[config.mk]
export PLATFORM = sky130hd
export DESIGN_NAME = bch_msg_corrector
export DESIGN_NICKNAME = d
export VERILOG_FILES = /design/src/rtl/bchdec_pkg.sv /design/src/rtl/bch_syndrome.sv /design/src/rtl/bch_locator.sv /design/src/rtl/status_serializer.sv /design/src/rtl/bch_msg_corrector.sv
export SDC_FILE = /design/constraint.sdc
export NUM_CORES = 1
export LEC_CHECK = 0
export ABC_AREA = 0
export CORE_ASPECT_RATIO = 0.6
export CORE_MARGIN = 2
export CORE_UTILIZATION = 50
export CTS_BUF_LIST = sky130_fd_sc_hd__clkbuf_4
export CTS_CLUSTER_SIZE = 30
export DETAILED_ROUTE_END_ITERATION = 10
export DONT_BUFFER_PORTS = 1
export PLACE_DENSITY = 0.65
export SETUP_SLACK_MARGIN = 0.15
export SYNTH_ARGS = -nofsm -noshare
export SYNTH_HDL_FRONTEND = slang
export SYNTH_HIERARCHICAL = 1
export SYNTH_SLANG_ARGS = --single-unit
[constraint.sdc]
create_clock -name clk -period 4.1 [get_ports clk]
set_input_delay 0 -clock clk [delete_from_list [all_inputs] [get_ports clk]]
set_output_delay 0 -clock clk [all_outputs]
set_load 0.02 [all_outputs]
[src/rtl/bchdec_pkg.sv]
package bchdec_pkg;

  localparam int CW_BITS    = 32;
  localparam int BCH_N      = 31;
  localparam int CHK_BITS   = 10;
  localparam int DATA_BITS  = 20;
  localparam int STAT_BITS  = DATA_BITS + 3;
  // generator x^10+x^9+x^8+x^6+x^5+x^3+1 without its leading term
  localparam logic [CHK_BITS-1:0] GEN_LOW = 10'h369;

  // {E0,E1}
  typedef enum logic [1:0] {
    EC_NONE = 2'b00,
    EC_PAIR = 2'b01,
    EC_ONE  = 2'b10,
    EC_BAD  = 2'b11
  } ecode_e;

  // remainder of a 31-bit word (MSB = highest degree) divided by the generator
  function automatic logic [CHK_BITS-1:0] poly_rem(input logic [BCH_N-1:0] c);
    logic [CHK_BITS-1:0] s;
    logic fb;
    s = '0;
    for (int i = BCH_N - 1; i >= 0; i--) begin
      fb = s[CHK_BITS-1];
      s  = {s[CHK_BITS-2:0], c[i]};
      if (fb) s = s ^ GEN_LOW;
    end
    return s;
  endfunction

  // x^p mod generator
  function automatic logic [CHK_BITS-1:0] xpow_rem(input int p);
    logic [CHK_BITS-1:0] r;
    logic fb;
    r = 1;
    for (int i = 0; i < BCH_N; i++) begin
      if (i < p) begin
        fb = r[CHK_BITS-1];
        r  = {r[CHK_BITS-2:0], 1'b0};
        if (fb) r = r ^ GEN_LOW;
      end
    end
    return r;
  endfunction

endpackage

[src/rtl/bch_syndrome.sv]
module bch_syndrome
  import bchdec_pkg::*;
(
  input  logic [CW_BITS-1:0]  cw,
  output logic [CHK_BITS-1:0] syn,
  output logic                par_fail
);
  // cw[31:1] is the 31-bit BCH word, cw[0] the overall parity bit
  assign syn      = poly_rem(cw[CW_BITS-1:1]);
  assign par_fail = ^cw;
endmodule

[src/rtl/bch_locator.sv]
module bch_locator
  import bchdec_pkg::*;
(
  input  logic [CHK_BITS-1:0] syn,
  output logic [BCH_N-1:0]    flip_mask,
  output ecode_e              ecode
);
  logic [BCH_N-1:0] one_hit;
  logic [BCH_N-2:0] pair_hit;
  logic [BCH_N-1:0] pair_mask;

  genvar p;
  generate
    for (p = 0; p < BCH_N; p++) begin : g_one
      localparam logic [CHK_BITS-1:0] SYN_ONE = xpow_rem(p);
      assign one_hit[p] = (syn == SYN_ONE);
    end
    for (p = 0; p < BCH_N - 1; p++) begin : g_pair
      localparam logic [CHK_BITS-1:0] SYN_PAIR = xpow_rem(p) ^ xpow_rem(p + 1);
      assign pair_hit[p] = (syn == SYN_PAIR);
    end
  endgenerate

  always_comb begin
    pair_mask = '0;
    for (int i = 0; i < BCH_N - 1; i++) begin
      if (pair_hit[i]) pair_mask = pair_mask | (BCH_N'(3) << i);
    end
  end

  always_comb begin
    if (syn == '0) begin
      ecode     = EC_NONE;
      flip_mask = '0;
    end else if (|one_hit) begin
      ecode     = EC_ONE;
      flip_mask = one_hit;
    end else if (|pair_hit) begin
      ecode     = EC_PAIR;
      flip_mask = pair_mask;
    end else begin
      ecode     = EC_BAD;
      flip_mask = '0;
    end
  end
endmodule

[src/rtl/status_serializer.sv]
module status_serializer #(
  parameter int WORD_W    = 23,
  parameter int SETUP_CYC = 2,
  parameter int HOLD_CYC  = 3
) (
  input  logic              clk,
  input  logic              rst_n,
  input  logic              load,
  input  logic [WORD_W-1:0] word,
  output logic              sdata,
  output logic              sstrobe,
  output logic              active
);
  localparam int PERIOD = SETUP_CYC + HOLD_CYC;
  localparam int CYC_W  = $clog2(PERIOD + 1);
  localparam int BIT_W  = $clog2(WORD_W + 1);

  logic [WORD_W-1:0] shreg;
  logic [CYC_W-1:0]  cyc;
  logic [BIT_W-1:0]  bit_idx;
  logic              bit_end;
  logic              last_bit;

  assign bit_end  = (cyc == CYC_W'(PERIOD - 1));
  assign last_bit = (bit_idx == BIT_W'(WORD_W - 1));

  always_ff @(posedge clk) begin
    if (!rst_n) begin
      active  <= 1'b0;
      shreg   <= '0;
      cyc     <= '0;
      bit_idx <= '0;
    end else if (load) begin
      active  <= 1'b1;
      shreg   <= word;
      cyc     <= '0;
      bit_idx <= '0;
    end else if (active) begin
      if (bit_end) begin
        cyc <= '0;
        if (last_bit) begin
          active <= 1'b0;
          shreg  <= '0;
        end else begin
          bit_idx <= bit_idx + 1'b1;
          shreg   <= {shreg[WORD_W-2:0], 1'b0};
        end
      end else begin
        cyc <= cyc + 1'b1;
      end
    end
  end

  assign sdata   = active & shreg[WORD_W-1];
  assign sstrobe = active & (cyc >= CYC_W'(SETUP_CYC));

  // data settled before each strobe rise
  assert_setup_R9: assert property (@(posedge clk) disable iff (!rst_n)
    $rose(sstrobe) |-> $stable(sdata));
  // data held while the strobe is high
  assert_hold_R9: assert property (@(posedge clk) disable iff (!rst_n)
    (sstrobe && $past(sstrobe)) |-> $stable(sdata));
  // bit index never passes the word length
  assert_bit_range_R8: assert property (@(posedge clk) disable iff (!rst_n)
    active |-> (bit_idx < BIT_W'(WORD_W)));
  // a new load only arrives when idle
  assert_load_idle_R10: assert property (@(posedge clk) disable iff (!rst_n)
    load |-> !active);
endmodule

[src/rtl/bch_msg_corrector.sv]
module bch_msg_corrector
  import bchdec_pkg::*;
#(
  parameter int SETUP_CYC = 2,
  parameter int HOLD_CYC  = 3
) (
  input  logic               clk,
  input  logic               rst_n,
  input  logic               accept,
  input  logic [CW_BITS-1:0] cw_in,
  output logic               busy,
  output logic               ser_data,
  output logic               ser_strobe,
  output logic               term_pulse
);
  logic [CW_BITS-1:0]   cw_q;
  logic                 held;
  logic                 take;
  logic [CHK_BITS-1:0]  syn;
  logic                 par_fail;
  logic [BCH_N-1:0]     flip_mask;
  ecode_e               ecode;
  logic [BCH_N-1:0]     fixed;
  logic                 is_msg;
  logic [STAT_BITS-1:0] status;
  logic                 ser_load;
  logic                 ser_active;

  assign take = accept & ~busy;

  always_ff @(posedge clk) begin
    if (!rst_n) begin
      cw_q <= '0;
      held <= 1'b0;
    end else begin
      if (take) cw_q <= cw_in;
      held <= take;
    end
  end

  bch_syndrome u_syn (
    .cw       (cw_q),
    .syn      (syn),
    .par_fail (par_fail)
  );

  bch_locator u_loc (
    .syn       (syn),
    .flip_mask (flip_mask),
    .ecode     (ecode)
  );

  assign fixed    = cw_q[CW_BITS-1:1] ^ flip_mask;
  assign is_msg   = fixed[BCH_N-1];
  assign status   = {fixed[BCH_N-2:CHK_BITS], ecode, par_fail};
  assign ser_load = held & is_msg;

  always_ff @(posedge clk) begin
    if (!rst_n) term_pulse <= 1'b0;
    else        term_pulse <= held & ~is_msg;
  end

  status_serializer #(
    .WORD_W    (STAT_BITS),
    .SETUP_CYC (SETUP_CYC),
    .HOLD_CYC  (HOLD_CYC)
  ) u_ser (
    .clk     (clk),
    .rst_n   (rst_n),
    .load    (ser_load),
    .word    (status),
    .sdata   (ser_data),
    .sstrobe (ser_strobe),
    .active  (ser_active)
  );

  assign busy = held | ser_active;

  // an accepted word raises busy in the next cycle
  assert_busy_follows_R10: assert property (@(posedge clk) disable iff (!rst_n)
    (accept && !busy) |=> busy);
  // accept while busy leaves the held word untouched
  assert_ignore_busy_R10: assert property (@(posedge clk) disable iff (!rst_n)
    (accept && busy) |=> $stable(cw_q));
  // the locator never flips more than a pair
  assert_flip_weight_R4: assert property (@(posedge clk) disable iff (!rst_n)
    held |-> ($countones(flip_mask) <= 2));
  // uncorrectable words pass through unchanged
  assert_bad_noflip_R5: assert property (@(posedge clk) disable iff (!rst_n)
    (held && ecode == EC_BAD) |-> (flip_mask == '0));
  // a terminator never coincides with serial output
  assert_term_quiet_R7: assert property (@(posedge clk) disable iff (!rst_n)
    term_pulse |-> (!ser_active && !busy));
endmodule

==> results.yml <==
sta:
  hold_viol_final: 0
  finalSetupViolCount: 28
  drv_slew: 0
  min_period_ns: 4.22
  worstMarginPinSlew_ns: 1.23
  rsz0062_at_grt: "true"
  skew_ns: 0.0374
  max_freq_mhz: 237
  period_share_pct: 103
  slew_headroom_pct: 17.3
  setup_slack_ns: -0.117
worst_setup_path:
  path_buf_inv: 5
  cp-start-kind: "flip-flop"
  worstSetupStartpoint: "cw_q[18]$_SDFFE_PN0P_"
  r2r_slack_ns: -0.12
  critical_path.max_fanout: 9
  cp_slowest_stage_delay_ns: 0.55
  cpMaxStageDelayCell: "or4_4"
  crit_path_end_kind: "flip-flop"
  cpMostUsedCell: "buf_4"
  required_ns: 4.49
  critical-path-top-delay-family: "XOR/XNOR gates"
  path_cells: "xnor2_1 > buf_4 > xor2_2 > xnor2_2 > buf_4 > xnor2_4 > buf_4 > xnor3_1 > xnor2_1 > buf_4 > nand2b_1 > o32a_1 > nor3_1 > or4_4 > nor4_4 > buf_4 > nand2_2 > a31oi_1"
  worstSetupPathType: "reg -> reg"
  critPathArrivalTime_ns: 4.61
  rr_startpoint: "cw_q[18]$_SDFFE_PN0P_"
clock_tree:
  cts_buffers: 9
  cts.sinks: 66
  clk_pin_slew_worst_paths_ns: 0.15
  insertion_delay_ns: 0.47
  cts_buffer_depth: 2
  cts.htree.levels: 3
  cts_tree: "done"
  cts-root-buf: "clkbuf_4"
logic_synthesis:
  syn-num-nets: 732
  synth_warnings: 6
  synth.avg_cell_area_um2: 8.21
  synthesis.area_um2: 5680
  syn_inst: 692
grt:
  antenna_found_initial: 0
  first_global_vias: 5835
  grt_max_degree: 65
  grt.total_usage_pct: 35.5
  grt_pass1_wl_mm: 33.0
  gr-total-overflow: 0
hold_path:
  hold_class: "in -> reg"
  min_from: "accept"
finish:
  antenna_cells: 0
  nets: 909
  synthToLayoutAreaGrowth_pct: 49.4
  drive_gt1_share_pct: 32.5
  fin_util_pct: 75.9
outcome:
  status: "finished, violations left"
  violations: "negative setup slack"
die:
  start_util_pct: 50.8
  die_y_um: 86.6
  rows: 30
  io_pins: 39
  design.die.area_um2: 12300
  core_um2: 11200
  die_w_um: 142
drt:
  via_count: 6449
  wire_per_inst_um: 24.1
  drc: 0
  first_pass_iters: 5
  antenna_left: 0
  viasPerCell: 6.33
  wl_mm: 24.5
  drt-initial-drc-count: 678
placed_design:
  io_buffers: 0
  gp_congestion: 0.983
  hpwl_mm: 13.5
run:
  max_cap_violations: 0
==> cell usage in the layout (no fill, tap or decap), types with 13 or more instances in the layout <==
cell,n
mux2i_1,37
nor2_1,22
buf_4,137
o21ai_0,13
dlygate4sd3_1,70
xnor2_2,17
nor3_1,19
a21oi_1,51
nand2_1,87
xor2_1,32
dfxtp_1,55
xnor2_1,43
nand3_1,28
o21ai_1,21
==> worst register-to-register path: cells and delay by family, from the launching register on <==
| kind | cells | cell delay [ns] |
|---|---|---|
| xor gates and xnor gates | 6 | 1.38 |
| AOI/OAI and AO/OA | 2 | 0.31 |
| DFF | 1 | 0.39 |
| buffers and inverters | 5 | 0.91 |
| and+or+nand+nor | 5 | 1.13 |
==> layer usage <==
layer  GRT usage [%]  part of all wire, %  vias to the layer above
met4            12.9                  3.9                        0
met1            50.5                   42                     3072
met2            51.9                   44                      504
met3            9.45                   11                       82
met5               0                    0                        -
li1                -                    -                     2791
==> through the flow <==
stage | worst slack [ns] | hold WS (ns) | cell area (um2) | std cells | setup TNS, ns
4_1_cts | 0.147 | 0.157 | 7780 | 979 | 0
5_1_grt | -0.202 | 0.177 | 8490 | 1018 | -3.84
6_report | -0.117 | 0.200 | 8490 | 1018 | -1.17
2_1_floorplan | 0.114 | 0.132 | 5810 | 692 | 0
3_3_place_gp | -0.129 | 0.138 | 6410 | 867 | -0.225
3_5_place_dp | -0.244 | 0.140 | 6410 | 867 | -2.48
==> what timing repair did <==
item	CTS	global route
gates cloned	3	1
hold buffers	71	0
setup buffers	22	38
gates resized for setup	49	72
pin swaps	21	53
endpoints found under the hold margin	66	0
setup endpoints to repair	32	33
==> final cells by class <==
| type | count | area [um2] |
|---|---|---|
| clock buffer | 10 | 75.1 |
| clock inverter | 6 | 67.6 |
| fill | 693 | 2700 |
| inverter | 11 | 48.8 |
| multi-input combinational | 551 | 4630 |
| sequential | 66 | 1360 |
| tap | 144 | 180 |
| timing repair buffer | 230 | 2130 |
==> registers in the layout (all words and copies together) (netlist names) <==
register,count
u_ser/cyc,3
term_pulse,1
held,1
u_ser/bit_idx,5
u_ser/shreg,23
cw_q,32
u_ser/active,1
==> worst paths after layout <==
path / cells after the start / to
worst max-delay path: 18 / u_ser/shreg[1]$_SDFFE_PN0P_
worst min-delay path: 3 / cw_q[21]$_SDFFE_PN0P_
worst max register to register: 18 / u_ser/shreg[1]$_SDFFE_PN0P_
worst min register to register: 2 / u_ser/shreg[8]$_SDFFE_PN0P_
Power is left out: the tool's default activity adds up to more than one toggle a clock period on the data nets, which glitch-free logic cannot reach.
